$ cat src/rtl/msr_pkg.sv
package msr_pkg;
  localparam int XLEN = 64;
  typedef logic [XLEN-1:0] word_t;

  // Mask with big-endian bits lo..hi set.
  function automatic word_t be_span(int lo, int hi);
    word_t m;
    m = '0;
    for (int i = lo; i <= hi; i++) m[XLEN-1-i] = 1'b1;
    return m;
  endfunction

  // Shared source bit that forces selected bits on.
  localparam int    OR_SRC_BIT = 49;
  localparam int    NFORCE     = 3;
  localparam logic [NFORCE*8-1:0] FORCE_LIST = {8'd59, 8'd58, 8'd48};

  localparam word_t M_COMMON = be_span(32, 40) | be_span(42, 47) | be_span(49, 50)
                             | be_span(52, 57) | be_span(60, 62);
  localparam word_t M_WIDE   = be_span(0, 2) | be_span(4, 28);
  localparam word_t M_FORCE  = be_span(48, 48) | be_span(58, 58) | be_span(59, 59);
  localparam word_t M_PART   = be_span(48, 48) | be_span(62, 62);

  // Transaction-state field, big-endian bits 29..31 (29 is the field MSB).
  localparam int    TS_W       = 3;
  localparam int    TS_MSB     = XLEN - 1 - 29;
  localparam int    TS_LSB     = XLEN - 1 - 31;
  localparam word_t M_TS       = be_span(29, 31);
  localparam logic [TS_W-1:0] TS_HELD_CUR = 3'b010;
  localparam logic [TS_W-1:0] TS_HELD_SRC = 3'b000;
endpackage

$ cat src/rtl/msr_force_or.sv
module msr_force_or
  import msr_pkg::*;
(
  input  word_t src,
  output word_t forced
);
  always_comb begin
    forced = '0;
    for (int i = 0; i < NFORCE; i++) begin
      forced[XLEN-1-int'(FORCE_LIST[8*i +: 8])] =
        src[XLEN-1-int'(FORCE_LIST[8*i +: 8])] | src[XLEN-1-OR_SRC_BIT];
    end
  end
endmodule

$ cat src/rtl/msr_ts_guard.sv
module msr_ts_guard
  import msr_pkg::*;
(
  input  logic            dword,
  input  logic            part_l,
  input  logic [TS_W-1:0] cur_ts,
  input  logic [TS_W-1:0] src_ts,
  output logic            ts_we
);
  logic blocked;
  assign blocked = (cur_ts == TS_HELD_CUR) && (src_ts == TS_HELD_SRC);
  assign ts_we   = dword && !part_l && !blocked;
endmodule

$ cat src/rtl/msr_next.sv
module msr_next
  import msr_pkg::*;
(
  input  word_t cur,
  input  word_t src,
  input  logic  dword,
  input  logic  part_l,
  output word_t nxt
);
  word_t forced;
  logic  ts_we;
  word_t wmask;
  word_t wdata;

  msr_force_or u_force (
    .src    (src),
    .forced (forced)
  );

  msr_ts_guard u_guard (
    .dword  (dword),
    .part_l (part_l),
    .cur_ts (cur[TS_MSB:TS_LSB]),
    .src_ts (src[TS_MSB:TS_LSB]),
    .ts_we  (ts_we)
  );

  always_comb begin
    if (part_l) begin
      wmask = M_PART;
      wdata = src;
    end else begin
      wmask = M_COMMON | M_FORCE | (dword ? M_WIDE : '0) | (ts_we ? M_TS : '0);
      wdata = (src & ~M_FORCE) | forced;
    end
    nxt = (cur & ~wmask) | (wdata & wmask);
  end
endmodule

$ cat src/rtl/msr_write_unit.sv
module msr_write_unit
  import msr_pkg::*;
#(
  parameter logic [63:0] RST_VAL = 64'h0
) (
  input  logic        clk,
  input  logic        rst,
  input  logic        wr_en,
  input  logic        dword,
  input  logic        part_l,
  input  logic [63:0] src,
  output logic [63:0] msr_q
);
  word_t state_q;
  word_t state_d;

  msr_next u_next (
    .cur    (state_q),
    .src    (src),
    .dword  (dword),
    .part_l (part_l),
    .nxt    (state_d)
  );

  always_ff @(posedge clk) begin
    if (rst)        state_q <= RST_VAL;
    else if (wr_en) state_q <= state_d;
  end

  assign msr_q = state_q;
endmodule

$ cat config.mk
export PLATFORM = sky130hd
export DESIGN_NAME = msr_write_unit
export DESIGN_NICKNAME = d
export VERILOG_FILES = /design/src/rtl/msr_pkg.sv /design/src/rtl/msr_force_or.sv /design/src/rtl/msr_ts_guard.sv /design/src/rtl/msr_next.sv /design/src/rtl/msr_write_unit.sv
export SDC_FILE = /design/constraint.sdc
export NUM_CORES = 1
export LEC_CHECK = 0
export BUFFER_PORTS_ARGS = -buffer_cell sky130_fd_sc_hd__buf_2
export CELL_PAD_IN_SITES_DETAIL_PLACEMENT = 0
export CELL_PAD_IN_SITES_GLOBAL_PLACEMENT = 1
export CORE_MARGIN = 3
export CORE_UTILIZATION = 26
export CTS_CLUSTER_DIAMETER = 200
export DETAILED_ROUTE_END_ITERATION = 8
export HOLD_SLACK_MARGIN = 0.06
export PLACE_DENSITY_LB_ADDON = 0.1
export SYNTH_ARGS = -nofsm -noshare
export SYNTH_HDL_FRONTEND = slang
export SYNTH_SLANG_ARGS = --single-unit
$ cat constraint.sdc
create_clock -name clk -period 1 [get_ports clk]
set_clock_uncertainty 0.1 [all_clocks]
set_input_delay 0.15 -clock clk [delete_from_list [all_inputs] [get_ports clk]]
set_output_delay 0.15 -clock clk [all_outputs]
set_load 0.02 [all_outputs]
# Yosys cells after proc, flatten, opt, wreduce, memory -nomap -nowiden
# Index checks and enable logic that the tools add are counted.
# classes
eq_ne	1
muxes	4
bitwise_logic	9
n_reduce_logical	6
# ops
op	count
64-bit 2-to-1 mux	3
64-bit bitwise AND	2
64-bit OR	2
64-bit NOT	1
64-bit by 16-bit OR with 64-bit output	1
35-bit 2-to-1 mux	1
3-bit by 2-bit equality test with 1-bit output (second input constant)	1
1-bit logical AND	3
3-bit zero test	1
1-bit OR	3
1-bit zero test	2
# word_totals
ff_bits	64
inputBits	69
wordCells	21

# Logic depth before layout (Yosys ltp)
# logic_depth
depth_word	10
mapped_depth	5
mapped_depth_nobuf	3

# By module
# From an unflattened synthesis, not the netlist that was laid out.
# hier_totals
cells_unflattened	463
area_unflattened_um2	3828.7
# by_module_without_submodules
module	n_inst	cells_each	area_per_inst_um2	seq_area_each_um2
msr_write_unit	1	206	2290.9	1281.2
msr_next	1	188	1034.7	0.0
msr_force_or	1	65	480.5	0.0
msr_ts_guard	1	4	22.5	0.0

# Worst setup path after synthesis
# Ideal clock, no wire load.
# synth_path
path_kind	reg2reg
startpoint	reg (tool-made name)
endpoint	reg (tool-made name)
setup_ns	0.132
arrival_ns	0.803
required_time_ns	0.768
slack_ns	-0.035
path_stages_with_launch	4
synth_period_minus_slack_ns	1.035
cell_sequence	dfxtp_1 -> nor3b_1 -> a211oi_1 -> nor3_1

==> reports/results.ini <==
[logic_synthesis]
synth_top_family_by_area = simple AND/OR/NAND/NOR gates
yosys.area.top_type = dfxtp_1
ys.flop_type = dfxtp_1
synth_area_sq_um = 2210
yosys.area_share.adder_pct = 0
ys_types = 19
syn_area_per_cell_sq_um = 8.15
synth_most_common_cell = nand2_1
synth_mux_area_share_pct = 0.453
yosysWarnings = 0
synth-compound-area-share_pct = 14.7
synth_simple_gate_area_share_pct = 22.5
ys_top_cells_by_count = nand2_1 (110), dfxtp_1 (60), a21oi_1 (48)
syn_inst = 271
synthTopCellsByArea = dfxtp_1 (54%), nand2_1 (19%), a21oi_1 (11%), buf_6 (3.6%), a21oi_2 (3.2%)
synth_edf_count = 0
ys_ff_latch = 60
ys_seq_area_share_pct = 54.4
synthXorXnorAreaFrac_pct = 0
ys_async_sr_fraction_pct = 0
synth.top_cell.area_share_pct = 54.4

[clocking]
root_buffer = clkbuf_8
cts_buffer_depth = 2
h-tree-depth = 3
clkSinkCount = 60
cts_tree = yes
cts.clk_slew.worst_paths_ps = 70
cts_buffers = 9
insertion_delay_ps = 320

[route]
first_pass_iters = 4
drc_errors = 0
dr_total_vias = 2431
routedWlPerCell_um = 12.5
viasPerCell = 4.22
routed_wl_um = 7210
postRouteAntennaNets = 0
drt-initial-drc-count = 39

[worst_setup_path]
start_kind = flop
worstPathRequired_ps = 750
worst_path_largest_cell_delay_ps = 350
cpLargestDelayFamily = flip-flops
criticalPathCategory = reg2out
critPathBufInv = 1
path_cells = buf_6
critical_path_arrival_ps = 790
crit_fanout = 3
crit_path_end_kind = primary output
cpMaxStageDelayCell = dfxtp_2

[die]
start_util_pct = 27.7
dieWidth_um = 98.2
num_rows = 32
ios = 133
placeableCoreArea_sq_um = 7970
die_area_sq_um = 9640
die_y_um = 98.2

[pwr]
peakVddDrop_v = 0.000753
p_leak_nw = 1.86
powerDensity_nw_per_um2 = 1280
finalPower_mw = 5.47

[global_routing]
grt_usage_pct = 15.1
grt_max_degree = 32
grt_pass1_wl_um = 11900
antenna_found_initial = 0
gr-total-overflow = 0
grt_pass1_vias = 2531

[finish]
syn2layout_area_growth_pct = 94.0
num-nets-final = 539
multiInputGateArea_sq_um = 858
diodes = 0
fillers = 775
regArea_sq_um = 1280
drive_above_1_share_pct = 48.7

[sta]
timing.final.hold_violations = 0
fin_crit_ps = 1040
slew_viol_final = 0
period_share_pct = 104
setup_viol = 60
timing.fmax_ghz = 0.962
setup_ws_ps = -39.4
hold_ws_ps = 71.0
fin_tns_setup_ps = -1280
rsz0062_at_grt = yes

[job]
drv_cap = 0

[worst_hold_path]
hold_class = in2reg
hold_path.startpoint = wr_en

[placement]
gp_congestion = 0.674
place_hpwl_um = 4420
io_buffers = 124

[status]
outcome = complete, but fails checks
violations = negative setup slack

-- per-layer routing --
layer	vias up	track usage [%]	wire length, um
met1	1081	17.1	2990
met5	-	0	0
met4	0	3.78	73
met3	5	5.71	518
met2	86	26.6	3630
li1	1259	-	-
-- cells by family after synthesis --
group                  after synthesis
AO/OA/AOI/OAI                       58
buffers and inverters               25
flip-flops                          60
multiplexers                         1
other                                1
AND/OR/NAND/NOR                    126
-- final timing paths --
path / endpoint / slack, ps / cells past startpoint
worst max-delay path: msr_q[33] / -40 / 1
worst min-delay path: msr_q[15] / 70 / 3
worst max register to register: flop / 20 / 3
worst min register to register: flop / 360 / 2
-- worst register-to-register path: cells and delay by family (launching register included) --
family             cells  cell delay (ps)
DFF                    1              330
and+or+nand+nor        2              200
AOI/OAI and AO/OA      1              230
-- cell usage in the layout, fill, tap and decap left out --
cell | netlist | routed
nand2_1 | 110 | 110
buf_2 | 5 | 63
dlygate4sd3_1 | 0 | 61
dfxtp_2 | 0 | 60
buf_6 | 7 | 60
a21oi_1 | 48 | 48
buf_4 | 5 | 20
clkbuf_8 | 0 | 11
a21oi_2 | 8 | 8
nor2_1 | 6 | 6
buf_12 | 0 | 5
conb_1 | 1 | 4
nor3_1 | 5 | 3
a211oi_1 | 2 | 2
nor3_2 | 0 | 2
clkbuf_1 | 7 | 2
clkinv_2 | 0 | 2
and3b_1 | 1 | 1
nand3b_1 | 1 | 1
nor3b_1 | 1 | 1
and2b_1 | 1 | 1
nand2b_1 | 1 | 1
inv_1 | 1 | 1
mux2i_1 | 1 | 1
-- stage by stage --
step	util, %	worst slack, ps	cell area [sq um]	cells
3_5_place_dp	37.0	-116	2950	487
4_1_cts	52.9	-61.5	4210	568
3_3_place_gp	37.0	-96.7	2950	487
5_1_grt	53.8	-88.3	4290	576
2_1_floorplan	-	5.86	2220	274
6_report	53.8	-39.4	4290	576
-- repair_timing --
item | 4_1_cts | 5_1_grt
gates resized for setup | 178 | 3
cloned | 0 | 0
endpoints found under the setup margin | 60 | 63
pin swaps | 0 | 1
hold endpoints to repair | 60 | 0
setup buffers | 5 | 8
hold buffers | 61 | 0
-- power by group --
group	internal (mW)	switching (mW)
Combinational	0.568	0.441
Sequential	2.51	0.0695
Clock	1.01	0.868
-- area by class of cell --
cell class / instances / area share (%)
Multi-Input combinational cell: 189 / 20.0
Tap cell: 102 / 2.98
Timing Repair Buffer: 209 / 43.2
Clock inverter: 2 / 0.234
Inverter: 1 / 0.0876
Sequential cell: 60 / 29.8
Clock buffer: 13 / 3.71
No activity file was read; power rests on OpenSTA's default activity.
